[src/rtl/page_stack_pkg.sv]
package page_stack_pkg;
  typedef enum logic [1:0] {
    OP_HOLD  = 2'd0,
    OP_PUSH  = 2'd1,
    OP_POP   = 2'd2,
    OP_WRITE = 2'd3
  } stk_op_e;
endpackage

[src/rtl/page_stack_ctl.sv]
module page_stack_ctl
  import page_stack_pkg::*;
(
  input  logic    auto_en,
  input  logic    irq_enter,
  input  logic    irq_return,
  input  logic    wr_en,
  output stk_op_e op
);
  always_comb begin
    if (auto_en && irq_enter)       op = OP_PUSH;
    else if (auto_en && irq_return) op = OP_POP;
    else if (wr_en)                 op = OP_WRITE;
    else                            op = OP_HOLD;
  end
endmodule

[src/rtl/page_stack_level.sv]
module page_stack_level
  import page_stack_pkg::*;
#(
  parameter int DATA_W = 8,
  parameter int ADDR_W = 2,
  parameter int IDX    = 0
) (
  input  logic              clk,
  input  logic              rst,
  input  stk_op_e           op,
  input  logic [DATA_W-1:0] from_above,
  input  logic [DATA_W-1:0] from_below,
  input  logic [ADDR_W-1:0] wr_addr,
  input  logic [DATA_W-1:0] wr_data,
  output logic [DATA_W-1:0] q
);
  localparam logic [ADDR_W-1:0] MY_ADDR = ADDR_W'(IDX);

  always_ff @(posedge clk) begin
    if (rst) begin
      q <= '0;
    end else begin
      unique case (op)
        OP_PUSH:  q <= from_above;
        OP_POP:   q <= from_below;
        OP_WRITE: if (wr_addr == MY_ADDR) q <= wr_data;
        default:  q <= q;
      endcase
    end
  end
endmodule

[src/rtl/page_stack_rdport.sv]
module page_stack_rdport #(
  parameter int DATA_W = 8,
  parameter int DEPTH  = 3,
  parameter int ADDR_W = 2
) (
  input  logic              clk,
  input  logic              rst,
  input  logic [DATA_W-1:0] lvl [DEPTH],
  input  logic [ADDR_W-1:0] rd_addr,
  output logic [DATA_W-1:0] rd_data
);
  logic [DATA_W-1:0] sel;

  always_comb begin
    sel = '0;
    for (int i = 0; i < DEPTH; i++)
      if (rd_addr == ADDR_W'(i)) sel = lvl[i];
  end

  always_ff @(posedge clk) begin
    if (rst) rd_data <= '0;
    else     rd_data <= sel;
  end


  unused_addr_reads_zero_chk: assert property (@(posedge clk) disable iff (rst)
    (32'(rd_addr) >= DEPTH) |=> (rd_data == '0));
endmodule

[src/rtl/page_stack.sv]
module page_stack
  import page_stack_pkg::*;
#(
  parameter int DATA_W = 8,
  parameter int DEPTH  = 3,
  parameter int ADDR_W = 2
) (
  input  logic              clk,
  input  logic              rst,
  input  logic              auto_en,
  input  logic              irq_enter,
  input  logic [DATA_W-1:0] irq_code,
  input  logic              irq_return,
  input  logic              wr_en,
  input  logic [ADDR_W-1:0] wr_addr,
  input  logic [DATA_W-1:0] wr_data,
  input  logic [ADDR_W-1:0] rd_addr,
  output logic [DATA_W-1:0] rd_data,
  output logic [DATA_W-1:0] page_o
);
  localparam int TOP = 0;
  localparam int BOT = DEPTH - 1;

  stk_op_e           op;
  logic [DATA_W-1:0] lvl [DEPTH];

  page_stack_ctl u_ctl (
    .auto_en   (auto_en),
    .irq_enter (irq_enter),
    .irq_return(irq_return),
    .wr_en     (wr_en),
    .op        (op)
  );

  for (genvar g = 0; g < DEPTH; g++) begin : g_lvl
    logic [DATA_W-1:0] above_v;
    logic [DATA_W-1:0] below_v;
    if (g == TOP) begin : g_top
      assign above_v = irq_code;
    end else begin : g_mid
      assign above_v = lvl[g-1];
    end
    if (g == BOT) begin : g_bot
      assign below_v = lvl[g];
    end else begin : g_up
      assign below_v = lvl[g+1];
    end
    page_stack_level #(.DATA_W(DATA_W), .ADDR_W(ADDR_W), .IDX(g)) u_level (
      .clk       (clk),
      .rst       (rst),
      .op        (op),
      .from_above(above_v),
      .from_below(below_v),
      .wr_addr   (wr_addr),
      .wr_data   (wr_data),
      .q         (lvl[g])
    );
  end

  page_stack_rdport #(.DATA_W(DATA_W), .DEPTH(DEPTH), .ADDR_W(ADDR_W)) u_rd (
    .clk    (clk),
    .rst    (rst),
    .lvl    (lvl),
    .rd_addr(rd_addr),
    .rd_data(rd_data)
  );

  assign page_o = lvl[TOP];


  push_loads_code_chk: assert property (@(posedge clk) disable iff (rst)
    (auto_en && irq_enter) |=> (page_o == $past(irq_code)));

  push_shifts_down_chk: assert property (@(posedge clk) disable iff (rst)
    (auto_en && irq_enter) |=> (lvl[1] == $past(lvl[0]) && lvl[BOT] == $past(lvl[BOT-1])));

  pop_shifts_up_chk: assert property (@(posedge clk) disable iff (rst)
    (auto_en && irq_return && !irq_enter) |=>
      (page_o == $past(lvl[1]) && lvl[1] == $past(lvl[BOT]) && $stable(lvl[BOT])));

  disabled_hold_chk: assert property (@(posedge clk) disable iff (rst)
    (!auto_en && !wr_en) |=> ($stable(lvl[0]) && $stable(lvl[1]) && $stable(lvl[BOT])));

  unused_write_ignored_chk: assert property (@(posedge clk) disable iff (rst)
    (!(auto_en && (irq_enter || irq_return)) && 32'(wr_addr) >= DEPTH) |=>
      ($stable(lvl[0]) && $stable(lvl[1]) && $stable(lvl[BOT])));
endmodule

[config.mk]
export PLATFORM = sky130hd
export DESIGN_NAME = page_stack
export DESIGN_NICKNAME = d
export VERILOG_FILES = /design/src/rtl/page_stack_pkg.sv /design/src/rtl/page_stack_ctl.sv /design/src/rtl/page_stack_level.sv /design/src/rtl/page_stack_rdport.sv /design/src/rtl/page_stack.sv
export SDC_FILE = /design/constraint.sdc
export NUM_CORES = 1
export LEC_CHECK = 0
export ABC_AREA = 1
export BUFFER_PORTS_ARGS = -buffer_cell sky130_fd_sc_hd__buf_2
export CAP_MARGIN = 20
export CORE_ASPECT_RATIO = 1.1
export CORE_UTILIZATION = 50
export DETAILED_ROUTE_END_ITERATION = 6
export GPL_ROUTABILITY_DRIVEN = 0
export PLACE_DENSITY = 0.75
export SYNTH_ARGS = -nofsm -noshare
export SYNTH_HDL_FRONTEND = slang
export SYNTH_HIERARCHICAL = 1
export SYNTH_SLANG_ARGS = --single-unit
[constraint.sdc]
create_clock -name clk -period 1.19 [get_ports clk]
set_clock_uncertainty 0.15 [all_clocks]
set_input_delay 0.119 -clock clk [delete_from_list [all_inputs] [get_ports clk]]
set_output_delay 0.119 -clock clk [all_outputs]
set_load 0.01 [all_outputs]
==> impl_metrics.toml <==
[logic_synthesis]
synth-simple-area-share_pct = 53.56
synth_top_cell_by_area = "dfxtp_1"
syn-instance-count = 353
yosysSeqAreaShare_pct = 30.10
ys_warn_count = 6
synth_top_family_by_area = "simple AND/OR/NAND/NOR gates"
muxShareOfSynthArea_pct = 0
synth_nets = 379
syn_area_mm2 = 0.002128
synth_top_area_share_pct = 30.10
synth_fa_ha_area_share_pct = 0
synthXorXnorAreaFrac_pct = 0
synthTopCellsByArea = "dfxtp_1, nand3_1, nand2_1"
yosysUniqueCellTypes = 13
syn_avg_cell_area_um2 = 6.029
synth-compound-area-share_pct = 0
ys_seq_elements = 32

[detailed_routing]
drc = 0
via_per_inst = 5.199
ant_nets = 0
drtIter0Drc = 212
wirelength_mm = 5.839
wl_per_cell_um = 12.89
firstDrtPassIters = 6
via_count = 2355

[clock_network]
clkTransAtPathRegs_ns = 0.07
cts_resized = 0
cts_tree = "yes"
holdBufCountCts = 0
cts_setup_buffers = 0
clk_latency_ns = 0.29
ctsRootBufferMaster = "clkbuf_8"
numCtsBuffers = 5
htree_num_levels = 2
clkSinkCount = 32
cts_max_path_buffers = 2

[die]
core_mm2 = 0.004024
die_x_um = 64.21
die_area_mm2 = 0.004522
rows = 24
start_util_pct = 52.89
die_y_um = 70.43
pin_count = 42

[power_and_ir_drop]
internal-power_uw = 2171
power_leakage_uw = 0.001394
power_density_mw_per_mm2 = 1291
p_sw_share_pct = 34.39
ir_worst_vdd_v = 0.0006790
power.total_uw = 3308
seq_power_share_pct = 40.6
comb_power_share_pct = 28.2
switching_power_uw = 1137
clkPwrFrac_pct = 31.2

[cells_and_area]
nets = 426
drive_gt1_share_pct = 22.44
syn_to_final_growth_pct = 20.40
final_core_util_pct = 63.68
nFillCells = 409
final_cell_mix = "nand3_1, nand2_1, nor2_1"
n_antenna_cell = 0
final_common_cell = "nand3_1"

[setup_path]
cp_data_arrival_time_ns = 0.88
cp.required_ns = 0.92
path_class = "reg2out"
cp_slowest_cell = "dfxtp_1"
cp_top_family = "flip-flops"
crit_path_end_kind = "output pin"
start_kind = "register"
timing.rr.end = "g_lvl[2].u_level/q[5]"
r2r_start = "g_lvl[2].u_level/q[5]"
worstPathCellList = "buf_2"
worst-path-max-fanout = 4
path_buf_inv = 1
rrSetupSlack_ns = 0.20
ff2ff_path_depth = 4
max_stage_delay_ns = 0.42

[min_path]
min_to = "g_lvl[0].u_level/q[1]"
hold_path_depth = 5
holdCritStartpoint = "irq_code[1]"
hold_class = "in2reg"

[global_routing]
antenna_found_initial = 0
overflow = 0
grt_pass1_wl_mm = 9.563
grt_max_degree = 17
grt_pass1_vias = 2100
grtUsageTotal_pct = 27.52

[sta]
setup_viol = 0
slew_viol_final = 0
whs_ns = 0.01650
tightest_slew_ns = 0.2823
rsz0062_at_grt = "yes"
relSlewSlack_pct = 81.16
layout_min_cycle_time_ns = 1.153
tns_ns = 0
min_period_over_period_pct = 96.90
hold_viol_final = 0
clock.fmax_mhz = 867.2
worst_slack_ns = 0.03691

[place]
pre_cts_ws_ns = -0.2411
dp_hpwl_mm = 4.215
io_buffers = 41

[job]
max-cap-violations = 0

[status]
run_status = "complete, no violations"
[cell families after synthesis]
family	count (synthesis)
simple gates	254
buf+inv	67
flops	32
[cells in the mapped netlist]
cell     instances
nand2_4          5
inv_2            7
buf_4            1
dfxtp_1         32
nand2_2          5
nor2_1          48
buf_6           11
nor2_8           1
nand3_1         96
nand2_1         99
inv_4            3
buf_2            2
inv_1           43
[power groups by stage]
stage | registers (µW) | logic (µW) | clock network [µW]
final | 1340 | 932 | 1030
after global routing | 1350 | 1050 | 1090
after CTS | 1340 | 870 | 1040
after detailed placement | 1360 | 864 | 0
after global placement | 1360 | 849 | 0
after floorplan | 1320 | 654 | 0
[registers in the layout, summed over array words and instances, names as in the netlist]
name / cells
g_lvl.u_level/q: 24
u_rd/rd_data: 8
[metal layers]
metal / GRT usage [%] / vias up / routed length, µm
met2: 44.44 / 118 / 2745
met3: 5.719 / 15 / 462
met4: 15.06 / 0 / 176
met5: 0 / - / 0
li1: - / 1193 / -
met1: 33.80 / 1029 / 2455
[stage by stage]
step / instance area [µm²] / std cells
3_5_place_dp: 2386 / 443
4_1_cts: 2494 / 451
3_3_place_gp: 2386 / 443
2_1_floorplan: 2162 / 353
6_report: 2562 / 453
5_1_grt: 2562 / 453
[area by class of cell]
type                    count  area, µm²  share of cell area [%]
clock buffers               6      72.57                   2.832
repair buffers             52      304.0                   11.87
multi-input cells         256       1227                   47.90
well taps                  52      65.06                   2.539
clock inverters             2      35.03                   1.367
flip-flops and latches     32      641.9                   25.05
inverters                  53      216.5                   8.447
[how the worst max path moves through the flow]
stage	start	end	slack, ns	depth (start not counted)
after global routing	auto_en	g_lvl[2].u_level/q[0]	-0.01	13
after detailed placement	auto_en	g_lvl[1].u_level/q[7]	-0.24	13
final	g_lvl[0].u_level/q[0]	page_o[0]	0.04	1
after floorplan	irq_return	g_lvl[1].u_level/q[2]	-0.02	13
after CTS	g_lvl[0].u_level/q[6]	page_o[6]	0.02	1
after global placement	auto_en	g_lvl[1].u_level/q[2]	-0.21	13
Power figures use the tool's default switching activity.
